File: src/rtl/irq_arb_pkg.sv
package irq_arb_pkg;
  localparam int WORD_W  = 16;
  localparam int LVL_W   = 4;
  localparam int GRP_W   = 3;
  localparam int KEY_W   = LVL_W + GRP_W;
  localparam int FLAG_B  = 7;
  localparam int EN_B    = 6;
  localparam int GPX_B   = 8;
  localparam logic [WORD_W-1:0] CTRL_MASK = 16'h01FF;

  typedef logic [WORD_W-1:0] ctrl_word_t;

  function automatic logic [LVL_W-1:0] word_lvl(input ctrl_word_t w);
    return w[5:2];
  endfunction

  function automatic logic [GRP_W-1:0] word_grp(input ctrl_word_t w);
    return {w[GPX_B], w[1:0]};
  endfunction
endpackage

File: src/rtl/irq_ctrl_word.sv
module irq_ctrl_word
  import irq_arb_pkg::*;
(
  input  logic       clk,
  input  logic       rst_n,
  input  logic       wr_en,
  input  ctrl_word_t wr_data,
  input  logic       hw_set,
  input  logic       ack_clr,
  output ctrl_word_t word_q
);
  ctrl_word_t word_d;

  // order: software write, then handshake clear, then hardware set
  always_comb begin
    word_d = word_q;
    if (wr_en)   word_d = wr_data & CTRL_MASK;
    if (ack_clr) word_d[FLAG_B] = 1'b0;
    if (hw_set)  word_d[FLAG_B] = 1'b1;
  end

  always_ff @(posedge clk or negedge rst_n) begin
    if (!rst_n) word_q <= '0;
    else        word_q <= word_d;
  end
endmodule

File: src/rtl/irq_arb_select.sv
module irq_arb_select
  import irq_arb_pkg::*;
#(
  parameter int N_SRC = 8,
  localparam int IDX_W = (N_SRC > 1) ? $clog2(N_SRC) : 1
) (
  input  logic [N_SRC-1:0]            cand,
  input  logic [N_SRC-1:0][KEY_W-1:0] key,
  output logic                        any,
  output logic [IDX_W-1:0]            win_idx,
  output logic [KEY_W-1:0]            win_key
);
  // strict comparison while scanning upward keeps the lowest index on ties
  always_comb begin
    any     = 1'b0;
    win_idx = '0;
    win_key = '0;
    for (int i = 0; i < N_SRC; i++) begin
      if (cand[i] && (!any || key[i] > win_key)) begin
        any     = 1'b1;
        win_idx = IDX_W'(i);
        win_key = key[i];
      end
    end
  end
endmodule

File: src/rtl/irq_arbiter.sv
module irq_arbiter
  import irq_arb_pkg::*;
#(
  parameter int N_SRC = 8,
  localparam int IDX_W = (N_SRC > 1) ? $clog2(N_SRC) : 1
) (
  input  logic             clk,
  input  logic             rst_n,
  input  logic             reg_we,
  input  logic [IDX_W-1:0] reg_addr,
  input  logic [15:0]      reg_wdata,
  output logic [15:0]      reg_rdata,
  input  logic [N_SRC-1:0] hw_req,
  input  logic [3:0]       cpu_lvl,
  input  logic             trap_in,
  output logic             trap_out,
  output logic             irq_valid,
  input  logic             irq_ack,
  output logic [IDX_W-1:0] irq_idx,
  output logic [3:0]       irq_lvl,
  output logic [2:0]       irq_grp,
  output logic             arb_active
);
  ctrl_word_t                  words   [N_SRC];
  logic [N_SRC-1:0]            flag_vec;
  logic [N_SRC-1:0]            en_vec;
  logic [N_SRC-1:0]            cand;
  logic [N_SRC-1:0][KEY_W-1:0] keys;
  logic [KEY_W-1:0]            win_key;
  logic                        hshake;

  assign hshake = irq_valid && irq_ack;

  for (genvar g = 0; g < N_SRC; g++) begin : g_src
    irq_ctrl_word u_word (
      .clk     (clk),
      .rst_n   (rst_n),
      .wr_en   (reg_we && (reg_addr == IDX_W'(g))),
      .wr_data (reg_wdata),
      .hw_set  (hw_req[g]),
      .ack_clr (hshake && (irq_idx == IDX_W'(g))),
      .word_q  (words[g])
    );
    assign flag_vec[g] = words[g][FLAG_B];
    assign en_vec[g]   = words[g][EN_B];
    assign cand[g]     = flag_vec[g] && en_vec[g];
    assign keys[g]     = {word_lvl(words[g]), word_grp(words[g])};
  end

  irq_arb_select #(.N_SRC(N_SRC)) u_sel (
    .cand    (cand),
    .key     (keys),
    .any     (arb_active),
    .win_idx (irq_idx),
    .win_key (win_key)
  );

  assign irq_lvl   = win_key[KEY_W-1:GRP_W];
  assign irq_grp   = win_key[GRP_W-1:0];
  assign irq_valid = arb_active && (irq_lvl > cpu_lvl) && !trap_in;
  assign trap_out  = trap_in;

  always_comb begin
    reg_rdata = '0;
    for (int i = 0; i < N_SRC; i++)
      if (reg_addr == IDX_W'(i)) reg_rdata = words[i];
  end
endmodule

File: config.mk
export PLATFORM = sky130hd
export DESIGN_NAME = irq_arbiter
export DESIGN_NICKNAME = d
export VERILOG_FILES = /design/src/rtl/irq_arb_pkg.sv /design/src/rtl/irq_ctrl_word.sv /design/src/rtl/irq_arb_select.sv /design/src/rtl/irq_arbiter.sv
export SDC_FILE = /design/constraint.sdc
export NUM_CORES = 1
export LEC_CHECK = 0
export BUFFER_PORTS_ARGS = -buffer_cell sky130_fd_sc_hd__buf_2
export CELL_PAD_IN_SITES_DETAIL_PLACEMENT = 1
export CELL_PAD_IN_SITES_GLOBAL_PLACEMENT = 1
export CORE_UTILIZATION = 35
export CTS_CLUSTER_DIAMETER = 40
export DETAILED_ROUTE_END_ITERATION = 10
export PLACE_DENSITY_LB_ADDON = 0.1
export SYNTH_ARGS = -nofsm -noshare
export SYNTH_HDL_FRONTEND = slang
export SYNTH_SLANG_ARGS = --single-unit
File: constraint.sdc
create_clock -name clk -period 16.3 [get_ports clk]
set_input_delay 1.63 -clock clk [delete_from_list [all_inputs] [get_ports clk]]
set_output_delay 1.63 -clock clk [all_outputs]
set_load 0.01 [all_outputs]
Word level (Yosys, flattened, before mapping). Cells that the tools add are included.

Flip-flop bits (word level): 72. Bits of input ports: 36. Output and inout port bits: 29. Word-level logic and storage cells: 152.

Order comparisons: 8. Equality and inequality tests: 14. Muxes and demuxes: 55. Reductions and logical operators: 59.

Operator list (number): 16-bit 2-to-1 mux (6); 8-bit 2-to-1 mux (8); 7-bit 2-to-1 mux (8); 7-bit greater-than comparator (7); 1-bit logical AND (34); 1-bit 2-to-1 mux (25); 3-bit == test, second input constant (8); 3-bit nonzero test (8); 9-bit 2-to-1 mux (2); 3-bit by 2-bit == test with 1-bit output, second input constant (4); 3-bit 2-to-1 mux (4); 1-bit logical NOT (8); 1-bit logical OR (7); 3-bit by 1-bit == test with 1-bit output, second input constant (2); 3-bit logical NOT (2); 4-bit greater-than comparator (1); 2-bit 2-to-1 mux (2).

Logic depth before layout (Yosys ltp). Gate-level depths: netlist of the first run.

Depth in word-level cells: 37. Depth in mapped cells: 78.

Modules after synthesis. From an unflattened synthesis of the first run, not the netlist that was laid out.

Cells, all modules: 743. Area, all modules: 7164.4 um2.

By module, submodules not included: irq_ctrl_word (instances 8, cells an instance 28, area an instance 430.4 um2); irq_arb_select (instances 1, cells an instance 294, area an instance 2123.3 um2); irq_arbiter (instances 1, cells an instance 225, area an instance 1597.8 um2).

Worst setup path after synthesis of the first run. No wires, ideal clock.

Kind: register to output. From: register g_src[0].u_word.word_q[6]. To: output port irq_valid. Arrival: 12.732 ns. Data required time: 14.670 ns. Slack: 1.938 ns. Cell stages (with the launch flop): 70. Buffers on the path: 9. Path through: dfrtp_1 and2_4 buf_6 nand2_1 ha_1 and4_1 a21boi_2 o21ai_4 mux2i_1 inv_1 ha_1 nor2b_1 o211ai_1 a211oi_1 o31ai_4 mux2_2 inv_1 ha_1 [... 34 more ...] buf_2 buf_2 nand3_1 o21ai_0 ha_1 nor2b_1 o21a_1 o21a_1 o21bai_1 a21oi_1 o21bai_1 buf_4 clkbuf_1 nor2_1 a21oi_1 ha_1 a41o_1 a311oi_1.

Word-level cells in the longest chain between the ends: 33. Elaborated cells on any way between the ends: 48. Those cells by class: 8 x order compare; 16 x mux; 24 x reduce/logical.

RTL lines: from (decl) (line irq_ctrl_word.sv:10) `output ctrl_word_t word_q`; from (signal assigned) (line irq_ctrl_word.sv:24) `else word_q <= word_d;`; 1-bit logical AND (*) (line irq_arbiter.sv:46) `assign cand[g] = flag_vec[g] && en_vec[g];`; 7-bit 2-to-1 mux or 1-bit 2-to-1 mux (tied branches) (line irq_arb_select.sv:19) `if (cand[i] && (!any || key[i] > win_key)) begin`; 7-bit greater-than comparator or 1-bit logical NOT (tied branches) (line irq_arb_select.sv:19); 1-bit logical OR (line irq_arb_select.sv:19); 1-bit logical AND (line irq_arb_select.sv:19); 7-bit 2-to-1 mux or 1-bit 2-to-1 mux (tied branches) (line irq_arb_select.sv:19); 7-bit greater-than comparator or 1-bit logical NOT (tied branches) (line irq_arb_select.sv:19); 1-bit logical OR (line irq_arb_select.sv:19); [... 17 more ...]; 7-bit 2-to-1 mux or 1-bit 2-to-1 mux (tied branches) (line irq_arb_select.sv:19); 7-bit greater-than comparator or 1-bit logical NOT (tied branches) (line irq_arb_select.sv:19); 1-bit logical OR (line irq_arb_select.sv:19); 1-bit logical AND (line irq_arb_select.sv:19); 7-bit 2-to-1 mux (*) (line irq_arb_select.sv:19); net irq_lvl[2] (line irq_arbiter.sv:20) `output logic [3:0] irq_lvl,`; 4-bit greater-than comparator (*) (line irq_arbiter.sv:60) `assign irq_valid = arb_active && (irq_lvl > cpu_lvl) && !trap_in;`; 1-bit logical AND (*) (2 in series) (line irq_arbiter.sv:60); to (decl) (line irq_arbiter.sv:17) `output logic irq_valid,`.

Mark *: on every way through the listed nets, which the timed path passes. The rest lies on a longest branch.

Worst setup path after layout of the first run.
From: register g_src[0].u_word.word_q[7]. To: output port irq_valid.

Word-level cells in the longest chain between the ends: 33. Elaborated cells on any way between the ends: 48. Those cells by class: 8 x order compare; 16 x mux; 24 x reduce/logical.

RTL lines (line): 1-bit logical AND (*) (irq_arbiter.sv:46); 7-bit 2-to-1 mux or 1-bit 2-to-1 mux (tied branches) (irq_arb_select.sv:19); 7-bit greater-than comparator or 1-bit logical NOT (tied branches) (irq_arb_select.sv:19); 1-bit logical OR (irq_arb_select.sv:19); 1-bit logical AND (irq_arb_select.sv:19); 7-bit 2-to-1 mux or 1-bit 2-to-1 mux (tied branches) (irq_arb_select.sv:19); 7-bit greater-than comparator or 1-bit logical NOT (tied branches) (irq_arb_select.sv:19); 1-bit logical OR (irq_arb_select.sv:19); [... 16 more ...]; 1-bit logical AND (irq_arb_select.sv:19); 7-bit 2-to-1 mux or 1-bit 2-to-1 mux (tied branches) (irq_arb_select.sv:19); 7-bit greater-than comparator or 1-bit logical NOT (tied branches) (irq_arb_select.sv:19); 1-bit logical OR (irq_arb_select.sv:19); 1-bit logical AND (irq_arb_select.sv:19); 7-bit 2-to-1 mux (irq_arb_select.sv:19); 4-bit greater-than comparator (irq_arbiter.sv:60); 1-bit logical AND (*) (2 in series) (irq_arbiter.sv:60).

Mark *: on every way between the ends. The rest lies on a longest branch, timed or not.

==> flow_summary.json, run 1 <==
{
  "worstPathArrival_ns": 13.80,
  "clkSinkCount": 72,
  "end_kind": "primary output",
  "gr-usage-all-layers": 0.232,
  "cts_root_buffer": "clkbuf_16",
  "setup_ws_ns": 0.869,
  "cts_hold_buf": 0,
  "syn_area_per_cell_um2": 9.84,
  "final_common_cell": "dfrtp_1",
  "grt_max_degree": 73,
  "cpPeakStageDelay_ns": 0.47,
  "wl_per_cell_um": 22.3,
  "final_core_util": 0.424,
  "post-place-ws_ns": 0.235,
  "worstMarginPinSlew_ns": 0.996,
  "worst_hold_slack_ns": 0.528,
  "slew_headroom": 0.336,
  "combPwrFrac": 0.700,
  "ys_top_cells_by_area": "dfrtp_1 31%, mux2_2 13%, ha_1 11%",
  "grt_overflow": 0,
  "period_minus_slack_ns": 15.43,
  "largest_reg_flops": 72,
  "diodes": 0,
  "hold_viol": 0,
  "power_frac_seq": 0.163,
  "p_per_area_nw_per_um2": 244,
  "path_common_cell": "ha_1",
  "clock_latency_ns": 0.35,
  "io_pins": 65,
  "drtIter0Drc": 239,
  "grt_pass1_wl_um": 30200,
  "vias_per_cell": 5.60,
  "post-dp-hpwl_um": 15000,
  "area_growth_pct": 16.6,
  "cts_buffer_depth": 2,
  "ant_nets": 0,
  "drt_pre_antenna_iters": 4,
  "worstSetupPathType": "flop to primary output",
  "die-width_um": 131,
  "synth-seq-cells": 72,
  "total_power_mw": 1.67,
  "synth_cell_types": 72,
  "clk_pin_slew_ns": 0.06,
  "placed_cell_area_um2": 6300,
  "yosysWarnings": 0,
  "clock_skew_ns": 0.00708,
  "fin_cells": 880,
  "grt_pass1_vias": 5138,
  "timing.fmax_mhz": 64.8,
  "initial_core_util": 0.363,
  "setup_viol": 0,
  "async_reset_ff_frac": 1.00,
  "die_area_um2": 17200,
  "reg_top3": "g_src.u_word.word_q (72)",
  "cp_data_required_time_ns": 14.67,
  "drive_gt1_frac": 0.324,
  "tns_ns": 0,
  "coreArea_um2": 16100,
  "netlist_area_um2": 5850,
  "crit_slowest_cell": "o31ai_4",
  "numCtsBuffers": 9,
  "fin_area_um2": 6830,
  "grt_antenna_before_repair": 0,
  "synth.top_cell.area_share": 0.308,
  "place_inst": 845,
  "wirelength_um": 19700,
  "final_net_count": 747,
  "outcome": "finished, final reports clean",
  "die_h_um": 131,
  "start_kind": "flop",
  "switchingPower_mw": 0.783,
  "most-common-layout-cells": "72 x dfrtp_1, 68 x mux2_2, 52 x ha_1",
  "synthCells": 595,
  "drc": 0,
  "swShare": 0.470,
  "place_congestion": 0.842,
  "port-buffer-count": 50,
  "rows": 46,
  "synth_ff_type": "dfrtp_1",
  "cts_tree": "done",
  "holdCritPathClass": "flop to flop",
  "maxCapViolCount": 0,
  "p_int_mw": 0.884,
  "vdd_drop_max_uv": 91.0,
  "slew_viol_final": 0,
  "synth-seq-area-share": 0.308,
  "vias": 4931,
  "crit_fanout": 9,
  "synth-edff-count": 0,
  "power_leakage_nw": 3.08,
  "htreeDepth": 3,
  "finalCritPeriodShare": 0.947,
  "top_register": "g_src.u_word.word_q",
  "clkPwrFrac": 0.137,
  "synth_top_area_cell": "dfrtp_1"
}
## area by class of cell
type,instances,area [um^2]
flip-flops and latches,72,1800
inverters,37,139
repair buffers,82,493
clock buffers,12,267
well taps,216,270
multi-input cells,457,3780
fillers,1869,9290
clock inverters,4,75.1
## metal layers
metal | global-route usage | routed length, um
met5 | 0 | 0
met2 | 0.388 | 9490
met1 | 0.318 | 9420
met3 | 0.0343 | 598
met4 | 0.0478 | 149
## power by group through the flow
stage	clock network [mW]	logic (mW)	registers, mW
finish	0.228	1.17	0.272
global route	0.238	1.28	0.277
CTS	0.234	1.11	0.271
detailed placement	0	1.10	0.273
global placement	0	1.06	0.271
floorplan	0	0.767	0.248
## worst max-delay path: cells and delay by family (launching register included)
kind	cells	cell delay (ns)
adders and majority gates	8	2.41
and+or+nand+nor	17	2.61
muxes	3	0.90
DFF	1	0.44
buffers and inverters	6	0.91
AOI/OAI and AO/OA	32	6.19
## cell families (layout without fill, tap and decap cells)
| family | count (synthesis) | after routing | share of synthesized area |
|---|---|---|---|
| AOI/OAI and AO/OA | 145 | 145 | 0.174 |
| adders and majority gates | 52 | 52 | 0.111 |
| buffers and inverters | 72 | 135 | 0.0581 |
| DFF | 72 | 72 | 0.308 |
| muxes | 103 | 103 | 0.219 |
| other | 1 | 7 | 0.000641 |
| and+or+nand+nor | 150 | 150 | 0.129 |
## final timing paths
| check | startpoint | endpoint | slack, ns | cells past startpoint |
|---|---|---|---|---|
| worst max-delay path | g_src[0].u_word.word_q[7]$_DFFE_PN0P_ | irq_valid | 0.87 | 66 |
| worst min-delay path | g_src[0].u_word.word_q[0]$_DFFE_PN0P_ | g_src[0].u_word.word_q[0]$_DFFE_PN0P_ | 0.53 | 1 |
| worst max register to register | g_src[0].u_word.word_q[7]$_DFFE_PN0P_ | g_src[1].u_word.word_q[7]$_DFFE_PN0P_ | 2.05 | 66 |
| worst min register to register | g_src[0].u_word.word_q[0]$_DFFE_PN0P_ | g_src[0].u_word.word_q[0]$_DFFE_PN0P_ | 0.53 | 1 |
| max in group asynchronous | rst_n | g_src[3].u_word.word_q[6]$_DFFE_PN0P_ | 14.20 | 1 |
| min in group asynchronous | rst_n | g_src[7].u_word.word_q[3]$_DFFE_PN0P_ | 1.44 | 1 |
## synthesized netlist by cell type, types with 9 or more instances
cell type	number
dfrtp_1	72
mux2_2	68
ha_1	52
nand2_1	42
inv_1	37
a21oi_1	34
o21ai_0	34
nor2_1	32
mux2i_1	19
nand3_1	19
clkbuf_1	16
nor2b_1	13
a21o_1	11
mux4_2	10
nand4_1	10
buf_4	9
## what timing repair did
action	CTS	global route
gates cloned	0	0
buffers inserted	2	17
gates resized for setup	1	14
pin swaps	1	8
setup endpoints to repair	1	4
Power figures use the tool's default switching activity.
==> run 2, diff against run 1 <==
--- a/config.mk
+++ b/config.mk
@@ -8,7 +8,7 @@
 export BUFFER_PORTS_ARGS = -buffer_cell sky130_fd_sc_hd__buf_2
 export CELL_PAD_IN_SITES_DETAIL_PLACEMENT = 1
 export CELL_PAD_IN_SITES_GLOBAL_PLACEMENT = 1
-export CORE_UTILIZATION = 35
+export CORE_UTILIZATION = 40
 export CTS_CLUSTER_DIAMETER = 40
 export DETAILED_ROUTE_END_ITERATION = 10
 export PLACE_DENSITY_LB_ADDON = 0.1
==> run 2 against run 1 <==
Net effect:
- flip-flop and latch count is the same
- critical path type unchanged
- fmax grew 0.39%
- count of clock-buffer cells in the layout grew 2
- highest routed layer unchanged
- critical endpoint unchanged
==> flow_summary.json, run 2 (same netlist as run 1, synthesis figures left out) <==
{
  "die_area_um2": 15100,
  "clock_latency_ns": 0.34,
  "multi_input_area_um2": 3780,
  "die_h_um": 123,
  "setup_viol": 0,
  "most-common-layout-cells": "72 x dfrtp_1, 68 x mux2_2, 52 x ha_1",
  "power_frac_seq": 0.167,
  "clk_pin_slew_ns": 0.05,
  "slew_headroom": 0.325,
  "combPwrFrac": 0.717,
  "maxCapViolCount": 0,
  "p_per_area_nw_per_um2": 243,
  "hold_viol": 0,
  "power_leakage_nw": 3.02,
  "reg_top3": "g_src.u_word.word_q (72)",
  "crit_fanout": 11,
  "finalCritPeriodShare": 0.943,
  "top_register": "g_src.u_word.word_q",
  "fin_cells": 833,
  "wl_per_cell_um": 22.6,
  "post-place-ws_ns": 0.318,
  "cts_root_buffer": "clkbuf_16",
  "drc": 0,
  "place_inst": 808,
  "start_kind": "flop",
  "ant_nets": 0,
  "wirelength_um": 18800,
  "critPathBufInv": 5,
  "final_common_cell": "dfrtp_1",
  "area_growth_pct": 13.8,
  "drt_pre_antenna_iters": 5,
  "path_common_cell": "ha_1",
  "cp_top_family": "compound AO/OA/AOI/OAI gates",
  "grt_pass1_vias": 5076,
  "final_net_count": 738,
  "reg2reg_slack_ns": 2.09,
  "port-buffer-count": 50,
  "outcome": "finished, final reports clean",
  "drtIter0Drc": 222,
  "rows": 43,
  "hold_path_end": "g_src[0].u_word.word_q[0]$_DFFE_PN0P_",
  "hold_path_depth": 1,
  "rr_startpoint": "g_src[0].u_word.word_q[7]$_DFFE_PN0P_",
  "worstSetupPathType": "flop to primary output",
  "place_congestion": 0.850,
  "htreeDepth": 3,
  "period_minus_slack_ns": 15.37,
  "clkPwrFrac": 0.116,
  "slew_viol_final": 0,
  "reg2reg_depth": 66,
  "swShare": 0.478,
  "hp-start": "g_src[0].u_word.word_q[0]$_DFFE_PN0P_",
  "cp_data_required_time_ns": 14.67,
  "grt_pass1_wl_um": 29100,
  "tns_ns": 0,
  "worstPathArrival_ns": 13.74,
  "crit_slowest_cell": "o31ai_4",
  "diodes": 0,
  "p_int_mw": 0.847,
  "switchingPower_mw": 0.775,
  "end_kind": "primary output",
  "setup_ws_ns": 0.930,
  "drive_gt1_frac": 0.306,
  "grt_max_degree": 73,
  "rr_endpoint": "g_src[1].u_word.word_q[7]$_DFFE_PN0P_",
  "cts_tree": "done",
  "grt_antenna_before_repair": 0,
  "grt_overflow": 0,
  "largest_reg_flops": 72,
  "regArea_um2": 1800,
  "coreArea_um2": 14100,
  "fill_cells": 1610,
  "clock_skew_ns": 0.00557,
  "die-width_um": 123,
  "vdd_drop_max_uv": 104,
  "clkSinkCount": 72,
  "holdCritPathClass": "flop to flop",
  "vias": 4941,
  "gr-usage-all-layers": 0.263,
  "worstMarginPinSlew_ns": 1.01,
  "cts_buffer_depth": 2,
  "post-dp-hpwl_um": 14400,
  "initial_core_util": 0.415,
  "cpPeakStageDelay_ns": 0.46,
  "vias_per_cell": 5.93,
  "io_pins": 65,
  "numCtsBuffers": 9,
  "timing.fmax_mhz": 65.1
}
-- run 2: changes by cell type in the layout (fill, tap and decap cells not counted), moves of 2 or more --
cell	before	now
clkbuf_1	0	2
bufinv_16	2	0
clkinvlp_4	2	0
buf_4	33	23
-- run 2: final cells by class --
cell class / instances / area share
repair buffers: 73 / 0.0657
inverters: 37 / 0.0208
clock buffers: 14 / 0.0411
flip-flops and latches: 72 / 0.270
multi-input cells: 457 / 0.568
well taps: 180 / 0.0338
-- run 2: how the worst max path moves through the flow --
| stage | startpoint | end | cells past startpoint |
|---|---|---|---|
| finish | g_src[0].u_word.word_q[7]$_DFFE_PN0P_ | irq_valid | 65 |
| global route | g_src[0].u_word.word_q[7]$_DFFE_PN0P_ | irq_valid | 66 |
| CTS | g_src[0].u_word.word_q[7]$_DFFE_PN0P_ | irq_valid | 65 |
| detailed placement | g_src[0].u_word.word_q[7]$_DFFE_PN0P_ | irq_valid | 66 |
| global placement | g_src[0].u_word.word_q[7]$_DFFE_PN0P_ | irq_valid | 63 |
| floorplan | g_src[0].u_word.word_q[6]$_DFFE_PN0P_ | irq_valid | 69 |
-- run 2: metrics by stage --
step / area [um^2] / total power [mW] / util / hold slack (ns)
5_1_grt: 6660 / 1.75 / 0.473 / 0.552
3_5_place_dp: 6250 / 1.36 / 0.443 / 0.522
6_report: 6660 / 1.62 / 0.473 / 0.528
4_1_cts: 6530 / 1.57 / 0.463 / 0.529
2_1_floorplan: 5880 / 1.01 / - / 0.490
3_3_place_gp: 6250 / 1.32 / 0.443 / 0.512
-- run 2: routing by layer --
metal  track usage  up-vias  wire (um)
met4        0.0715        0        257
met2         0.429      109       8880
met1         0.369     2521       9110
met5             0        -          0
met3        0.0277       16        582
li1              -     2295          -
-- run 2: repair_timing --
action	CTS	global route
pin swaps	1	6
hold buffers	0	0
buffers inserted	1	10
setup endpoints to repair	1	12
resized for setup	1	13
-- run 2: worst register-to-register path: cells and delay by family, from the launching register on --
kind	cells	cell delay [ns]
compound gates	29	6.08
fa+ha+maj	8	2.40
buf+inv	5	0.86
flops	1	0.43
mux	3	1.01
simple gates	21	3.30
-- run 2: power groups by stage --
stage	Clock (mW)	Sequential (mW)	Combinational (mW)
after floorplan	0	0.248	0.767
after global placement	0	0.270	1.05
after detailed placement	0	0.272	1.09
after CTS	0.194	0.269	1.10
after global routing	0.201	0.276	1.27
final	0.189	0.270	1.16
==> run 3, diff against run 2 <==
--- a/config.mk
+++ b/config.mk
@@ -12,6 +12,7 @@
 export CTS_CLUSTER_DIAMETER = 40
 export DETAILED_ROUTE_END_ITERATION = 10
 export PLACE_DENSITY_LB_ADDON = 0.1
+export REMOVE_ABC_BUFFERS = 1
 export SYNTH_ARGS = -nofsm -noshare
 export SYNTH_HDL_FRONTEND = slang
 export SYNTH_SLANG_ARGS = --single-unit
==> run 3 against run 2 <==
Net effect:
- die area stayed put
- cell count is 0.84% higher
- first-iteration DRC count is 8.1% lower
- critical path depth fell by 1
- core utilization is 0.15 points higher
- final area grew 0.32%
- via count decreased by 1.3%
- largest power group unchanged
- highest routed layer unchanged
==> flow_summary.json, run 3 (same netlist as run 1, synthesis figures left out) <==
{
  "outcome": "finished, final reports clean",
  "cts_tree": "done",
  "rr_startpoint": "g_src[0].u_word.word_q[7]$_DFFE_PN0P_",
  "gr-usage-all-layers": 0.257,
  "clock_latency_ns": 0.34,
  "cts_root_buffer": "clkbuf_16",
  "most-common-layout-cells": "72 x dfrtp_1, 68 x mux2_2, 52 x ha_1",
  "rows": 43,
  "grt_pass1_wl_um": 28500,
  "cp_data_required_time_ns": 14.67,
  "hold_path_depth": 1,
  "combPwrFrac": 0.715,
  "grt_max_degree": 73,
  "worstSetupPathType": "flop to primary output",
  "worstPathArrival_ns": 13.83,
  "hp-start": "g_src[5].u_word.word_q[6]$_DFFE_PN0P_",
  "drt_pre_antenna_iters": 5,
  "cts_buffer_depth": 2,
  "crit_fanout": 19,
  "finalCritPeriodShare": 0.948,
  "vias": 4875,
  "crit_slowest_cell": "dfrtp_1",
  "coreArea_um2": 14100,
  "htreeDepth": 3,
  "clkSinkCount": 72,
  "initial_core_util": 0.415,
  "wl_per_cell_um": 21.6,
  "grt_pass1_vias": 5143,
  "drtIter0Drc": 204,
  "vdd_drop_max_uv": 110,
  "reg2reg_slack_ns": 1.98,
  "io_pins": 65,
  "drive_gt1_frac": 0.311,
  "final_net_count": 744,
  "hold_viol": 0,
  "final_common_cell": "dfrtp_1",
  "slew_headroom": 0.334,
  "cpPeakStageDelay_ns": 0.43,
  "die_h_um": 123,
  "die-width_um": 123,
  "largest_reg_flops": 72,
  "worstMarginPinSlew_ns": 0.998,
  "cts_hold_buf": 0,
  "path_common_cell": "ha_1",
  "placed_cell_area_um2": 6250,
  "clock_skew_ns": 0.00436,
  "start_kind": "flop",
  "place_congestion": 0.827,
  "switchingPower_mw": 0.749,
  "maxCapViolCount": 0,
  "period_minus_slack_ns": 15.46,
  "port-buffer-count": 50,
  "slew_viol_final": 0,
  "area_growth_pct": 14.2,
  "rr_endpoint": "g_src[2].u_word.word_q[7]$_DFFE_PN0P_",
  "numCtsBuffers": 9,
  "power_leakage_nw": 3.04,
  "ant_nets": 0,
  "drc": 0,
  "vias_per_cell": 5.80,
  "p_per_area_nw_per_um2": 238,
  "reg2reg_depth": 67,
  "swShare": 0.470,
  "wirelength_um": 18200,
  "post-dp-hpwl_um": 13800,
  "holdCritPathClass": "flop to flop",
  "diodes": 0,
  "power_frac_seq": 0.167,
  "grt_antenna_before_repair": 0,
  "reg_top3": "g_src.u_word.word_q (72)",
  "hold_path_end": "g_src[5].u_word.word_q[6]$_DFFE_PN0P_",
  "clkPwrFrac": 0.118,
  "die_area_um2": 15100,
  "clk_pin_slew_ns": 0.06,
  "post-place-ws_ns": 0.330,
  "fin_area_um2": 6680,
  "setup_ws_ns": 0.843,
  "timing.fmax_mhz": 64.7,
  "total_power_mw": 1.59,
  "worst_hold_slack_ns": 0.535,
  "end_kind": "primary output",
  "grt_overflow": 0,
  "setup_viol": 0,
  "p_int_mw": 0.844,
  "top_register": "g_src.u_word.word_q"
}
-- run 3: power by group through the flow --
stage	Clock, mW	Sequential (mW)	Combinational [mW]
floorplan	0	0.248	0.734
global placement	0	0.265	1.03
detailed placement	0	0.268	1.08
CTS	0.191	0.265	1.09
global route	0.198	0.272	1.26
finish	0.187	0.266	1.14
-- run 3: repair_timing --
item,4_1_cts,5_1_grt
hold endpoints to repair,0,0
buffers inserted,3,13
gates resized for setup,0,12
endpoints found under the setup margin,1,3
cloned,0,0
pin swaps,1,6
-- run 3: per-layer routing --
metal	up-vias	global-route usage	wire (um)
met2	93	0.426	8620
met4	0	0.0836	304
met3	19	0.0300	617
met1	2462	0.349	8610
li1	2301	-	-
met5	-	0	0
-- run 3: worst max-delay path by stage --
stage / from / end / slack [ns]
floorplan: g_src[0].u_word.word_q[6]$_DFFE_PN0P_ / irq_valid / 1.25
global placement: g_src[0].u_word.word_q[7]$_DFFE_PN0P_ / irq_valid / 0.71
finish: g_src[0].u_word.word_q[7]$_DFFE_PN0P_ / irq_valid / 0.84
detailed placement: g_src[0].u_word.word_q[7]$_DFFE_PN0P_ / irq_valid / 0.33
global route: g_src[0].u_word.word_q[6]$_DFFE_PN0P_ / irq_valid / -0.01
CTS: g_src[0].u_word.word_q[7]$_DFFE_PN0P_ / irq_valid / 0.09
-- run 3: area by class of cell --
| class | instances | area [um^2] |
|---|---|---|
| Clock buffer | 12 | 256 |
| Clock inverter | 3 | 17.5 |
| Fill cell | 1634 | 7410 |
| Inverter | 37 | 139 |
| Multi-Input combinational cell | 457 | 3770 |
| Sequential cell | 72 | 1800 |
| Tap cell | 180 | 225 |
| Timing Repair Buffer | 79 | 474 |
-- run 3: through the flow --
step	std cells	setup TNS (ns)	util
final	840	0	0.474
after global routing	840	-0.0105	0.474
after CTS	827	0	0.464
after detailed placement	809	0	0.443
after global placement	809	0	0.443
after floorplan	566	0	-
-- run 3: worst max-delay path: cells and delay by family (launching register included) --
kind	cells	cell delay, ns
adders and majority gates	8	2.23
DFF	1	0.43
and+or+nand+nor	17	2.86
AOI/OAI and AO/OA	28	5.61
buffers and inverters	8	1.31
muxes	3	1.02
